--- config.mk ---
export PLATFORM = sky130hd
export DESIGN_NAME = evt_entry_seq
export DESIGN_NICKNAME = d
export VERILOG_FILES = /design/src/rtl/evt_entry_pkg.sv /design/src/rtl/evt_select.sv /design/src/rtl/evt_target.sv /design/src/rtl/evt_entry_seq.sv
export SDC_FILE = /design/constraint.sdc
export NUM_CORES = 1
export LEC_CHECK = 0
export ABC_AREA = 0
export BUFFER_PORTS_ARGS = -buffer_cell sky130_fd_sc_hd__buf_2
export CAP_MARGIN = 15
export CORE_MARGIN = 3
export CORE_UTILIZATION = 50
export DETAILED_ROUTE_END_ITERATION = 8
export PLACE_DENSITY = 0.83
export SYNTH_ARGS = -nofsm -noshare
export SYNTH_HDL_FRONTEND = slang
export SYNTH_SLANG_ARGS = --single-unit
--- constraint.sdc ---
create_clock -name clk -period 4.9 [get_ports clk]
set_input_delay 0.735 -clock clk [delete_from_list [all_inputs] [get_ports clk]]
set_output_delay 0.735 -clock clk [all_outputs]
set_load 0.005 [all_outputs]
--- src/rtl/evt_entry_pkg.sv ---
package evt_entry_pkg;
  localparam int EVT_W     = 12;
  localparam int SR_IM_LSB = 4;
  localparam int SR_IM_W   = 4;
  localparam int SR_FD_BIT = 15;
  localparam int SR_BL_BIT = 28;
  localparam int SR_RB_BIT = 29;
  localparam int SR_MD_BIT = 30;

  localparam logic [EVT_W-1:0] CODE_RESET   = 12'h000;
  localparam logic [EVT_W-1:0] CODE_MANRST  = 12'h020;
  localparam logic [EVT_W-1:0] CODE_TLBMUL  = 12'h140;
  localparam logic [EVT_W-1:0] CODE_TLBRD   = 12'h040;
  localparam logic [EVT_W-1:0] CODE_TLBWR   = 12'h060;
  localparam logic [EVT_W-1:0] CODE_TRAP    = 12'h160;
  localparam logic [EVT_W-1:0] CODE_BLSAFE  = 12'h1E0;

  typedef enum logic [1:0] {EK_NONE, EK_EXC, EK_IRQ} evt_kind_e;
  typedef enum logic [1:0] {VC_RESET, VC_TLBMISS, VC_GENERAL, VC_IRQ} vec_class_e;
endpackage

--- src/rtl/evt_select.sv ---
module evt_select
  import evt_entry_pkg::*;
(
  input  logic             exc_vld_i,
  input  logic [EVT_W-1:0] exc_code_i,
  input  logic             irq_req_i,
  input  logic             irq_vec_vld_i,
  input  logic [EVT_W-1:0] irq_vec_i,
  input  logic             bl_i,
  output evt_kind_e        kind_o,
  output logic [EVT_W-1:0] code_o
);
  // Exception wins; blocked state turns most exceptions into reset and drops interrupts.
  always_comb begin
    kind_o = EK_NONE;
    code_o = '0;
    if (exc_vld_i) begin
      kind_o = EK_EXC;
      code_o = (bl_i && (exc_code_i != CODE_BLSAFE)) ? CODE_RESET : exc_code_i;
    end else if (irq_req_i && irq_vec_vld_i && !bl_i) begin
      kind_o = EK_IRQ;
      code_o = irq_vec_i;
    end
  end
endmodule

--- src/rtl/evt_target.sv ---
module evt_target
  import evt_entry_pkg::*;
#(
  parameter int               XLEN      = 32,
  parameter logic [XLEN-1:0]  RESET_PC  = 32'hA000_0000,
  parameter logic [XLEN-1:0]  OFS_GEN   = 32'h0000_0100,
  parameter logic [XLEN-1:0]  OFS_TLB   = 32'h0000_0400,
  parameter logic [XLEN-1:0]  OFS_IRQ   = 32'h0000_0600,
  parameter logic [XLEN-1:0]  TRAP_ADJ  = 32'd2
) (
  input  evt_kind_e        kind_i,
  input  logic [EVT_W-1:0] code_i,
  input  logic [XLEN-1:0]  sr_i,
  input  logic [XLEN-1:0]  pc_i,
  input  logic [XLEN-1:0]  vbr_i,
  output logic [XLEN-1:0]  sr_n_o,
  output logic [XLEN-1:0]  pc_n_o,
  output logic [XLEN-1:0]  spc_n_o
);
  localparam logic [XLEN-1:0] ENTRY_SET =
    (XLEN'(1) << SR_BL_BIT) | (XLEN'(1) << SR_RB_BIT) | (XLEN'(1) << SR_MD_BIT);
  localparam logic [XLEN-1:0] IM_FIELD = XLEN'(((1 << SR_IM_W) - 1) << SR_IM_LSB);
  localparam logic [XLEN-1:0] FD_MASK  = XLEN'(1) << SR_FD_BIT;

  vec_class_e vclass;

  always_comb begin
    if (kind_i == EK_IRQ) vclass = VC_IRQ;
    else begin
      unique case (code_i)
        CODE_RESET, CODE_MANRST, CODE_TLBMUL: vclass = VC_RESET;
        CODE_TLBRD, CODE_TLBWR:               vclass = VC_TLBMISS;
        default:                              vclass = VC_GENERAL;
      endcase
    end
  end

  always_comb begin
    sr_n_o = sr_i | ENTRY_SET;
    unique case (vclass)
      VC_RESET: begin
        sr_n_o = (sr_n_o & ~FD_MASK) | IM_FIELD;
        pc_n_o = RESET_PC;
      end
      VC_TLBMISS: pc_n_o = vbr_i + OFS_TLB;
      VC_IRQ:     pc_n_o = vbr_i + OFS_IRQ;
      default:    pc_n_o = vbr_i + OFS_GEN;
    endcase
  end

  always_comb begin
    spc_n_o = pc_i;
    if (kind_i == EK_EXC && code_i == CODE_TRAP) spc_n_o = pc_i + TRAP_ADJ;
  end
endmodule

--- src/rtl/evt_entry_seq.sv ---
module evt_entry_seq
  import evt_entry_pkg::*;
#(
  parameter int               XLEN     = 32,
  parameter logic [XLEN-1:0]  RESET_PC = 32'hA000_0000,
  parameter logic [XLEN-1:0]  OFS_GEN  = 32'h0000_0100,
  parameter logic [XLEN-1:0]  OFS_TLB  = 32'h0000_0400,
  parameter logic [XLEN-1:0]  OFS_IRQ  = 32'h0000_0600
) (
  input  logic             clk,
  input  logic             rst,
  input  logic             exc_vld_i,
  input  logic [EVT_W-1:0] exc_code_i,
  input  logic             irq_req_i,
  input  logic             irq_vec_vld_i,
  input  logic [EVT_W-1:0] irq_vec_i,
  output logic [SR_IM_W-1:0] irq_mask_o,
  input  logic [XLEN-1:0]  sr_i,
  input  logic [XLEN-1:0]  pc_i,
  input  logic [XLEN-1:0]  r15_i,
  input  logic [XLEN-1:0]  vbr_i,
  output logic             taken_o,
  output logic [XLEN-1:0]  sr_o,
  output logic [XLEN-1:0]  pc_o,
  output logic [XLEN-1:0]  ssr_o,
  output logic [XLEN-1:0]  spc_o,
  output logic [XLEN-1:0]  sgr_o,
  output logic [EVT_W-1:0] expevt_o,
  output logic [EVT_W-1:0] intevt_o
);
  localparam logic [XLEN-1:0] RESET_SR = (XLEN'(1) << SR_MD_BIT) | (XLEN'(1) << SR_BL_BIT);

  evt_kind_e        kind;
  logic [EVT_W-1:0] code;
  logic [XLEN-1:0]  sr_n, pc_n, spc_n;

  assign irq_mask_o = sr_i[SR_IM_LSB +: SR_IM_W];

  evt_select u_sel (
    .exc_vld_i     (exc_vld_i),
    .exc_code_i    (exc_code_i),
    .irq_req_i     (irq_req_i),
    .irq_vec_vld_i (irq_vec_vld_i),
    .irq_vec_i     (irq_vec_i),
    .bl_i          (sr_i[SR_BL_BIT]),
    .kind_o        (kind),
    .code_o        (code)
  );

  evt_target #(
    .XLEN(XLEN), .RESET_PC(RESET_PC), .OFS_GEN(OFS_GEN),
    .OFS_TLB(OFS_TLB), .OFS_IRQ(OFS_IRQ), .TRAP_ADJ(XLEN'(2))
  ) u_tgt (
    .kind_i  (kind),
    .code_i  (code),
    .sr_i    (sr_i),
    .pc_i    (pc_i),
    .vbr_i   (vbr_i),
    .sr_n_o  (sr_n),
    .pc_n_o  (pc_n),
    .spc_n_o (spc_n)
  );

  always_ff @(posedge clk) begin
    if (rst) begin
      taken_o  <= 1'b0;
      sr_o     <= RESET_SR;
      pc_o     <= RESET_PC;
      ssr_o    <= '0;
      spc_o    <= '0;
      sgr_o    <= '0;
      expevt_o <= '0;
      intevt_o <= '0;
    end else if (kind == EK_NONE) begin
      taken_o <= 1'b0;
      sr_o    <= sr_i;
      pc_o    <= pc_i;
    end else begin
      taken_o <= 1'b1;
      sr_o    <= sr_n;
      pc_o    <= pc_n;
      ssr_o   <= sr_i;
      spc_o   <= spc_n;
      sgr_o   <= r15_i;
      if (kind == EK_EXC) expevt_o <= code;
      else                intevt_o <= code;
    end
  end


  saved_sr_chk: assert property (@(posedge clk) disable iff (rst)
    taken_o |-> (ssr_o == $past(sr_i) && sgr_o == $past(r15_i)));


  entry_bits_chk: assert property (@(posedge clk) disable iff (rst)
    taken_o |-> (sr_o[SR_BL_BIT] && sr_o[SR_MD_BIT] && sr_o[SR_RB_BIT]));


  shadow_hold_chk: assert property (@(posedge clk) disable iff (rst)
    !taken_o |-> ($stable(ssr_o) && $stable(spc_o) && $stable(sgr_o)));


  blocked_irq_chk: assert property (@(posedge clk) disable iff (rst)
    (taken_o && $past(sr_i[SR_BL_BIT])) |-> $past(exc_vld_i));


  irq_vector_chk: assert property (@(posedge clk) disable iff (rst)
    (taken_o && !$past(exc_vld_i)) |-> (pc_o == $past(vbr_i) + OFS_IRQ && $stable(expevt_o)));
endmodule

# Word-level counts from Yosys, hierarchy flattened
# Cells that the tools add are included.
[totals]
regBits = 185
latch_bits = 0
ramBits = 0
rom_bits = 0
out_inout_bits = 189
memories = 0
[op_classes]
add_sub_neg = 4
n_mul = 0
div = 0
order_cmp = 0
eq_ne = 10
shift = 0
mux = 13
n_bitwise = 2
n_reduce_logical = 12
[op_table]
columns = ["cell", "count"]
rows = [
  ["$pmux W32 S3", 1],
  ["$add A32 B11 Y32 const B", 2],
  ["$mux W32", 2],
  ["$mux W12", 3],
  ["$add A32 B2 Y32 const B", 1],
  ["$add A32 B9 Y32 const B", 1],
  ["$mux W31", 1],
  ["$eq A12 B7 Y1 const B", 2],
  ["$eq A12 B9 Y1 const B", 2],
  ["$mux W16", 1],
  ["$eq A12 B6 Y1 const B", 1],
  ["$logic_not A12 Y1", 1],
  ["$ne A12 B9 Y1 const B", 1],
  ["$mux W2", 3],
  ["$eq A2 B1 Y1 const B", 2],
  ["$eq A2 B2 Y1 const B", 2],
  ["$logic_and A1 B1 Y1", 4],
  ["$logic_not A2 Y1", 2],
  ["$pmux W2 S2", 1],
  ["$reduce_and A2 Y1", 2],
  ["$reduce_or A3 Y1", 1],
  ["$not A1 Y1", 2],
  ["$reduce_or A2 Y1", 1],
  ["$logic_not A1 Y1", 1],
  ["$mux W1", 1],
]

# Longest topological paths before layout
# Gate-level depths: netlist (run 1).
[depth]
depth_word = 11
mapped_depth = 10

# By module
# From an unflattened synthesis (run 1), not the netlist that was laid out.
[hier_totals]
hier_cells = 1185
hier_area_um2 = 10161.0
[by_module_without_submodules]
columns = ["mod", "n_inst", "cells_each", "area_each_um2", "seq_area_each_um2"]
rows = [
  ["evt_entry_seq", 1, 790, 7652.3, 3703.6],
  ["evt_target", 1, 364, 2269.7, 0.0],
  ["evt_select", 1, 31, 239.0, 0.0],
]

# Least setup slack after synthesis (run 1)
# No wires, ideal clock.
[synth_timing]
kind = "in2reg"
startpoint = "input exc_code_i[2]"
endpoint = "register pc_o[31]"
arrival_time_ns = 2.917
t_required_ns = 4.842
slack_ns = 1.925
path_stages = 8
path_cell_list = "or4_4 > or4_4 > a211o_1 > and2_1 > buf_6 > or3_1 > o211ai_1 > o22a_1"
[synth_via]
elab_chain_cells = 11
[synth_lines]
columns = ["element", "line", "text"]
rows = [
  ["start: declaration", "evt_entry_seq.sv:13", "input logic [EVT_W-1:0] exc_code_i,"],
  ["$ne A12 B9 Y1", "evt_select.sv:19", "code_o = (bl_i && (exc_code_i != CODE_BLSAFE)) ? CODE_RESET : exc_code_i;"],
  ["$logic_and A1 B1 Y1", "evt_select.sv:19", ""],
  ["$mux W12 *", "evt_select.sv:19", ""],
  ["$mux W12 *", "evt_select.sv:17", "if (exc_vld_i) begin"],
  ["$eq A12 B6 Y1, or another cell as far along", "evt_target.sv:30", "unique case (code_i)"],
  ["$reduce_or A3 Y1 or $reduce_or A2 Y1 (tied branches)", "evt_target.sv:30", ""],
  ["$pmux W2 S2 *", "evt_target.sv:30", ""],
  ["$mux W2 *", "evt_target.sv:28", "if (kind_i == EK_IRQ) vclass = VC_IRQ;"],
  ["$eq A2 B2 Y1, or another cell as far along", "evt_target.sv:40", "unique case (vclass)"],
  ["$pmux W32 S3 *", "evt_target.sv:40", ""],
  ["$mux W32 *", "evt_entry_seq.sv:74", "end else if (kind == EK_NONE) begin"],
  ["end signal: assignment", "evt_entry_seq.sv:77", "pc_o <= pc_i;"],
  ["end signal: assignment", "evt_entry_seq.sv:81", "pc_o <= pc_n;"],
  ["end: declaration", "evt_entry_seq.sv:24", "output logic [XLEN-1:0] pc_o,"],
]
# Mark *: on every way between the ends. The rest lies on a longest branch, timed or not.
# A chain may end at the register's enable or synchronous reset.

# Final worst setup path (run 1)
[layout_timing]
startpoint = "input exc_code_i[2]"
endpoint = "register pc_o[28]"
# The elaborated chain is that of the path after synthesis.

==> results of run 1 <==
## how the worst max path moves through the flow
| stage | from | end | slack, ns | cells after the start |
|---|---|---|---|---|
| after floorplan | exc_code_i[2] | pc_o[31] | 1.93 | 8 |
| after global placement | exc_code_i[2] | pc_o[28] | 1.29 | 8 |
| after detailed placement | exc_code_i[2] | pc_o[28] | 1.27 | 8 |
| after CTS | exc_code_i[2] | pc_o[28] | 1.73 | 8 |
| after global routing | exc_vld_i | pc_o[28] | 1.45 | 8 |
| final | exc_code_i[2] | pc_o[28] | 1.69 | 8 |
## worst register-to-register path, cell delays in order (launching register included)
cell      delay (ns)
dfxtp_1         0.37
nor2_1          0.06
a211oi_1        0.25
## through the flow
| stage | utilization [%] | area (um2) | cells |
|---|---|---|---|
| after floorplan | - | 8320 | 1039 |
| after global placement | 62.7 | 10100 | 1528 |
| after detailed placement | 62.7 | 10100 | 1528 |
| after CTS | 66.5 | 10700 | 1560 |
| after global routing | 66.5 | 10700 | 1561 |
| final | 66.5 | 10700 | 1561 |
## layer usage
layer / routed length [um] / global-route usage [%] / vias to the layer above
met5: 0 / 0 / -
met4: 820 / 10.9 / 0
met3: 2690 / 7.23 / 69
met2: 13900 / 49.6 / 500
met1: 12000 / 40.3 / 4053
li1: - / - / 4193
## flip-flops by register name, indices dropped and copies added, names as in the netlist
| register | cells |
|---|---|
| pc_o | 32 |
| spc_o | 32 |
| expevt_o | 12 |
| sgr_o | 32 |
| sr_o | 32 |
| ssr_o | 32 |
| intevt_o | 12 |
| taken_o | 1 |
## cells in the final DEF (no fill, tap or decap), drive strengths merged, types with 3 or more instances in the layout
cell	Yosys	final
nor4	9	9
dfxtp	185	185
a211oi	19	19
xnor2	14	14
inv	15	21
o211ai	7	7
xor2	31	31
a21o	3	3
nor2	78	78
o21ai	49	49
clkinv	1	6
nand3b	5	5
nor3	14	14
a211o	4	4
a22o	7	7
nand4b	4	4
a31oi	3	3
or3	11	11
buf	19	352
nand4	16	16
a32o	3	3
o31ai	7	7
nand3	34	34
ha	6	6
and4	8	8
and2	3	3
o221ai	4	4
nand2	221	221
a21oi	114	114
and3	13	13
clkbuf	60	18
nor2b	27	27
a22oi	14	14
## power breakdown
| group | internal [uW] | switching, uW |
|---|---|---|
| combinational | 208 | 311 |
| clock | 734 | 661 |
| sequential | 1600 | 40.7 |
| total | 2540 | 1010 |
## area by class of cell
class	count	area share, %
multi-input cells	759	39.9
flip-flops and latches	185	34.7
repair buffers	352	16.7
clock buffers	18	4.02
well taps	216	2.53
clock inverters	14	1.67
inverters	16	0.562
diodes	1	0.0234
## logic make-up (layout without fill, tap and decap cells)
family          after synthesis  in the layout  synth area share, %
xor+xnor                     45             45                 4.74
fa+ha+maj                     6              6                0.903
simple gates                449            449                 25.5
other cells                   0              1                    0
buf+inv                      95            400                 4.71
flops                       185            185                 44.5
compound gates              259            259                 19.6
==> metrics, run 1 <==
slew margin rel. 27.0%; share of the synthesized area in the top cell type 44.5%; Data required, critical path 5.22 ns; worst slack, placed 1.27 ns; Avg Cell Area, Syn 8.01 um2; mean number of vias per cell 5.65; First-pass DRT Iterations 6; Crit path top cell by count or4_4; drc violations 0; most frequent cell after synthesis nand2_1; Syn Inst Count 1039; fin crit share 65.5%; WL final 29.4 mm; Slew Limit Fails 0; initial core utilization 51.8%; # clock sinks 185; R2R depth 2; IO Pins 346; hold path cells 2; share of cells above drive strength 1 29.8%; post_cts resized 0; syn nets 1202; Post-DP HPWL 22.0 mm; Pwr Density 332 nW/um2; Netlist cell types 68; GP Congestion 1.03; worst path arrival time 3.53 ns; CP Cell Sequence buf_2 -> or4_4 -> or4_4 -> a211o_1 -> nand2_1 -> nor2_1 -> and4_1 -> a221o_1; Post-synth EDFFs 0; Post-synth ARST share 0%; area grow syn2layout 28.5%; CP max stage delay 0.64 ns; TritonCTS clock tree yes; endpoints failing hold 0; Cell Area, Synth 8320 um2; DR iter-0 viols 984; GR Overflow Total 0; die area 18200 um2; worst path buffer plus inverter count 1; Ys Warns 0; Fill cells 1382; Setup TNS Final 0 ns; Max Cap Viol 0; PnR worst setup slack 1.69 ns; Yosys top cell by area dfxtp_1; Port Buffers 345; GRT Total Usage 30.7%; Die Y 135 um; clock-pin slew on the worst setup and hold paths 0.07 ns; CP Class input port to flop; largest net degree at the start of global routing 82; Layout Skew 0 ns; Crit Reg-Reg Endpoint spc_o[29]; Via Count 8815; Post-layout nets 1494; RR Startpoint spc_o[29]; Min Hold Slack 0.448 ns; Final Power 3550 uW; vias in the first global route 7950; Synth Register Bits 185; Die X 135 um; root buf cell clkbuf_16; register area 3700 um2; synth top area cells dfxtp_1 45%, nand2_1 9.9%, a21oi_1 6.9%, nor2_1 3.5%, xor2_1 3.3%; Seq/Total Area, Yosys 44.5%; CP endpoint kind flop; Multi-input gate area 4260 um2; Post-synth top cells 220 x nand2_1, 185 x dfxtp_1, 114 x a21oi_1, 77 x nor2_1, 60 x clkbuf_1; CP Max Fanout 23; first-pass GRT wire length 44.1 mm; Startpoint Class input port; Slowest-stage cell, CP nand2_1; Detail Route Antenna Nets 0; final setup vio count 0; status finished, final reports clean; Largest delay share family, worst path simple AND/OR/NAND/NOR gates; H-tree depth 4; clk buf depth 2; min-delay worst type flop to flop; Lkg Pwr 0.00482 uW; Worst-Margin Slew 1.09 ns; worst hold path startpoint sgr_o[29]; Core ar. 16100 um2; CTS Hold Bufs 0; RSZ-0062 raised after global routing false; wire per inst 18.8 um; num rows 46; Hold Path End sgr_o[29]; Peak VDD IR 0.000235 V; Max Fclk 0.311 GHz; number of antenna violations at the first check in global routing 1; Worst-Skew Late Latency 0.43 ns; Num CTS Buffers 17; fin crit period 3.21 ns; Post-synth top flop dfxtp_1; Post-CTS Repair Setup Buffers 0; reg2reg setup slack 4.13 ns
Note: power is estimated with default switching activity, not from simulation.
==> run 2: changes to the inputs <==
Settings changed: CORE_UTILIZATION 50 to 48, PLACE_DENSITY 0.83 to 0.8.
Clock period 4.9 ns to 3.02 ns, I/O delays scaled along.
==> metrics, run 2 (synthesized netlist as in run 1, its figures left out) <==
final cell count without fillers 1596 (+2.2%); drc violations 0 (unchanged); Die Y 138 um (+2.0%); IO Pins 346 (unchanged); clock-pin slew on the worst setup and hold paths 0.08 ns (about the same); First-pass DRT Iterations 6 (unchanged); # clock sinks 185 (unchanged); post_cts resized 0 (unchanged); CP Max Fanout 9 (-61%); final core area utilization 65.4% (-1.1 points); CP max stage delay 0.56 ns (-0.08 ns); CP Class input port to flop; Placed Cells 1562 (+2.2%); die area 18900 um2 (+4.0%); reg2reg setup slack 2.26 ns (-1.87 ns); TritonCTS clock tree yes; Lkg Pwr 0.00498 uW (+3.4%); vias in the first global route 8016 (+0.83%); initial core utilization 49.6% (-2.2 points); Crit path top cell by count buf_4; endpoints failing hold 0 (unchanged); slew margin rel. 54.8% (+28 points); clk buf depth 2 (unchanged); GP Congestion 0.974 (-5.7%); worst path arrival time 2.86 ns (-0.67 ns); min-delay worst type input port to flop; worst path buffer plus inverter count 3 (+2); Via Count 8911 (+1.1%); final setup vio count 0 (unchanged); Post-layout nets 1524 (+2.0%); Core ar. 16800 um2 (+4.4%); Port Buffers 345 (unchanged); root buf cell clkbuf_16; Slew Limit Fails 0 (unchanged); Max Fclk 0.389 GHz; GRT Total Usage 29.5% (-1.2 points); H-tree depth 4 (unchanged); Max Cap Viol 0 (unchanged); Post-DP HPWL 22.4 mm (+2.1%); Startpoint Class input port; CP Cell Sequence buf_2 -> or4_4 -> o41a_1 -> o31ai_1 -> nand2_1 -> buf_4 -> a2111oi_0 -> buf_4 -> a211oi_1; Die X 138 um (+2.0%); DR iter-0 viols 671 (-32%); GR Overflow Total 0 (unchanged); Layout Skew 0 ns (unchanged); wire per inst 18.6 um (-1.4%); mean number of vias per cell 5.58 (-1.1%); Pwr Density 529 nW/um2 (+59%); Num CTS Buffers 17 (unchanged); fin crit period 2.57 ns; Slowest-stage cell, CP or4_4; Post-CTS Repair Setup Buffers 0 (unchanged); CP endpoint kind flop; Detail Route Antenna Nets 0 (unchanged); WL final 29.7 mm (+0.86%); Setup TNS Final 0 ns (unchanged); Worst-Skew Late Latency 0.43 ns (about the same); num rows 47 (+2.2%); share of cells above drive strength 1 31.4% (+1.6 points); largest net degree at the start of global routing 135 (+65%); Data required, critical path 3.31 ns (-1.91 ns); most frequent cells in the layout 344 x buf_2, 220 x nand2_1, 185 x dfxtp_1, 114 x a21oi_1, 75 x nor2_1; Largest delay share family, worst path compound AO/OA/AOI/OAI gates; Worst-Margin Slew 0.678 ns (-0.416 ns); fin crit share 85.2%; Peak VDD IR 0.000386 V (+64%); area grow syn2layout 31.8%; number of antenna violations at the first check in global routing 2 (+1); first-pass GRT wire length 43.5 mm (-1.3%); status finished, final reports clean; Min Hold Slack 0.229 ns (-0.219 ns); RSZ-0062 raised after global routing false; leading cell type in the layout, fill and taps excluded buf_2; CTS Hold Bufs 0 (unchanged)
[run 2: worst paths after layout]
kind | start | endpoint | cells past startpoint
worst max-delay path | exc_code_i[2] | pc_o[11] | 9
worst min-delay path | vbr_i[1] | pc_o[1] | 2
worst max register to register | spc_o[11] | spc_o[11] | 2
worst min register to register | expevt_o[4] | expevt_o[4] | 2
[run 2: per-stage QoR]
stage	setup WS, ns	power, uW	cell area [um2]
floorplan	0.327	3110	8320
global placement	0.0858	3560	10300
detailed placement	0.0766	3580	10300
CTS	0.515	5820	11000
global route	0.360	6030	11000
finish	0.447	5800	11000
[run 2: layout make-up]
| class | instances | area (um2) |
|---|---|---|
| multi-input cells | 759 | 4260 |
| well taps | 220 | 275 |
| diodes | 2 | 5.00 |
| clock inverters | 15 | 191 |
| flip-flops and latches | 185 | 3700 |
| fillers | 1463 | 5800 |
| clock buffers | 17 | 425 |
| inverters | 16 | 60.1 |
| repair buffers | 382 | 2040 |
[run 2: per-layer routing]
metal	GRT usage [%]	share of wire (%)	wire [um]	vias up
li1	-	-	-	4254
met1	37.5	40	11800	4088
met2	47.7	47	14100	497
met3	7.16	9.8	2900	72
met4	12.6	3.1	920	0
met5	0	0	0	-
[run 2: power by group]
group	leakage, uW	internal [uW]	switching [uW]
logic	0.00316	364	514
registers	0.00153	2590	64.8
clock network	0.000298	1130	1140
total	0.00498	4090	1720
==> run 3: changes to the inputs <==
Clock period 3.02 ns to 2.4 ns, I/O delays scaled along.
==> metrics, run 3 (synthesized netlist as in run 1, its figures left out) <==
Worst-Margin Slew 0.586 ns (-0.0918 ns); Min Hold Slack 0.122 ns (-0.107 ns); CTS Hold Bufs 0 (unchanged); Worst-Skew Late Latency 0.43 ns (about the same); Logic pwr share 16.2% (+1.1 points); Port Buffers 345 (unchanged); die area 18900 um2 (unchanged); Crit path top cell by count buf_6; largest net degree at the start of global routing 131 (-3.0%); Core ar. 16800 um2 (unchanged); RSZ-0062 raised after global routing true; worst path arrival time 2.78 ns (-0.08 ns); Layout Skew 0 ns (unchanged); mean number of vias per cell 5.61 (+0.40%); final setup vio count 4 (+4); First-pass DRT Iterations 7 (+1); Detail Route Antenna Nets 0 (unchanged); worst path buffer plus inverter count 5 (+2); hold path cells 2 (unchanged); RR Startpoint spc_o[19]; wire per inst 18.8 um (+1.1%); Clock power frac 39.2% (about the same); most frequent cells in the layout 342 x buf_2, 214 x nand2_1, 185 x dfxtp_1, 111 x a21oi_1, 100 x buf_4; clk buf depth 2 (unchanged); P_sw 2250 uW (+31%); number of antenna violations at the first check in global routing 0 (-2); TritonCTS clock tree yes; Via Count 9339 (+4.8%); Slew Limit Fails 0 (unchanged); IO Pins 346 (unchanged); Crit Reg-Reg Endpoint spc_o[19]; Fill cells 1415 (-3.3%); initial core utilization 49.6% (unchanged); Lkg Pwr 0.00540 uW (+8.3%); Largest delay share family, worst path simple AND/OR/NAND/NOR gates; endpoints failing hold 0 (unchanged); Max Cap Viol 0 (unchanged); GRT Total Usage 31.1% (+1.6 points); PnR worst setup slack -0.0205 ns (-0.467 ns); Hold Path End sr_o[30]; CP max stage delay 0.54 ns (-0.02 ns); Post-DP HPWL 23.8 mm (+6.4%); area grow syn2layout 40.5%; internal power 5240 uW (+28%); fin crit period 2.42 ns; Die X 138 um (unchanged); clock-pin slew on the worst setup and hold paths 0.08 ns (about the same); drc violations 0 (unchanged); WL final 31.3 mm (+5.5%); status finished with violations; CP Class input port to flop; Die Y 138 um (unchanged); Sequential Power Share 44.6% (-1.1 points); # clock sinks 185 (unchanged); min-delay worst type input port to flop; worst hold path startpoint sr_i[30]; share of cells above drive strength 1 36.4% (+5.1 points); H-tree depth 4 (unchanged); reg2reg setup slack 1.46 ns (-0.80 ns); CP endpoint kind flop; root buf cell clkbuf_16; leading cell type in the layout, fill and taps excluded buf_2; Pwr Density 641 nW/um2 (+21%); slew margin rel. 60.9% (+6.1 points); Post-layout nets 1596 (+4.7%); num rows 47 (unchanged); Max Fclk 0.413 GHz; R2R depth 2 (unchanged); CP Max Fanout 5 (-4); Peak VDD IR 0.000545 V (+41%); Final Power 7490 uW (+29%); fin crit share 101%; Num CTS Buffers 17 (unchanged); first-pass GRT wire length 46.0 mm (+5.7%); vias in the first global route 8343 (+4.1%); CP Cell Sequence buf_6 -> or4_4 -> o41a_1 -> buf_6 -> or3_4 -> buf_6 -> nor2_8 -> buf_4 -> a211o_1 -> a21oi_1 -> buf_4 -> nor3_1; GP Congestion 0.997 (+2.4%); Startpoint Class input port; Data required, critical path 2.76 ns (-0.55 ns); antenna diode count 0 (-2); violated checks setup timing; Sw Ratio 30.1% (+0.47 points); GR Overflow Total 0 (unchanged); Slowest-stage cell, CP or4_4; DR iter-0 viols 919 (+37%)
[run 3: stage by stage]
step                      cells  area (um2)  TNS [ns]  worst slack (ns)  utilization [%]
after floorplan            1039        8390     -3.40            -0.175                -
after global placement     1622       10900    -30.95            -0.626             64.8
after CTS                  1659       11600   -0.0445           -0.0317             69.0
after global routing       1666       11700    -0.291           -0.0639             69.7
after detailed placement   1622       10900    -34.46            -0.716             64.8
final                      1666       11700   -0.0537           -0.0205             69.7
[run 3: repair_timing]
| item | 4_1_cts | 5_1_grt |
|---|---|---|
| endpoints found under the setup margin | 42 | 18 |
| gates resized for setup | 9 | 16 |
| setup buffers | 5 | 7 |
| pin swaps | 8 | 7 |
[run 3: per-layer routing]
layer | GRT usage (%) | share of wire [%] | vias up | wire, um
li1 | - | - | 4388 | -
met1 | 41.8 | 40 | 4342 | 12700
met2 | 50.5 | 48 | 538 | 15000
met3 | 5.59 | 9.0 | 71 | 2830
met4 | 10.5 | 2.7 | 0 | 838
met5 | 0 | 0 | - | 0
[run 3: how the worst max path moves through the flow]
stage	start	to	slack, ns	cells after the start
detailed placement	exc_code_i[2]	pc_o[31]	-0.72	10
floorplan	exc_code_i[2]	sr_o[15]	-0.17	7
global route	exc_code_i[1]	pc_o[31]	-0.06	9
finish	exc_code_i[1]	pc_o[10]	-0.02	12
CTS	exc_code_i[1]	pc_o[13]	-0.03	11
global placement	exc_code_i[2]	pc_o[13]	-0.63	11
[run 3: cell type report]
type | instances | area (um2) | area share (%)
multi-input combinational | 759 | 4380 | 37.5
sequential | 185 | 3700 | 31.7
timing repair buffer | 454 | 2630 | 22.5
clock buffer | 17 | 425 | 3.64
tap | 220 | 275 | 2.35
clock inverter | 15 | 213 | 1.82
inverter | 16 | 60.1 | 0.514
[run 3: power groups by stage]
stage               Clock, uW  Sequential, uW  Combinational [uW]
detailed placement          0            3410                1160
floorplan                   0            3420                 506
finish                   2940            3340                1210
global route             3110            3360                1310
global placement            0            3410                1150
CTS                      2980            3340                1180
[run 3: worst register-to-register path, cell delays in order, from the launching register on]
cell      delay (ns)
dfxtp_1         0.38
nor2_1          0.08
a211oi_1        0.36
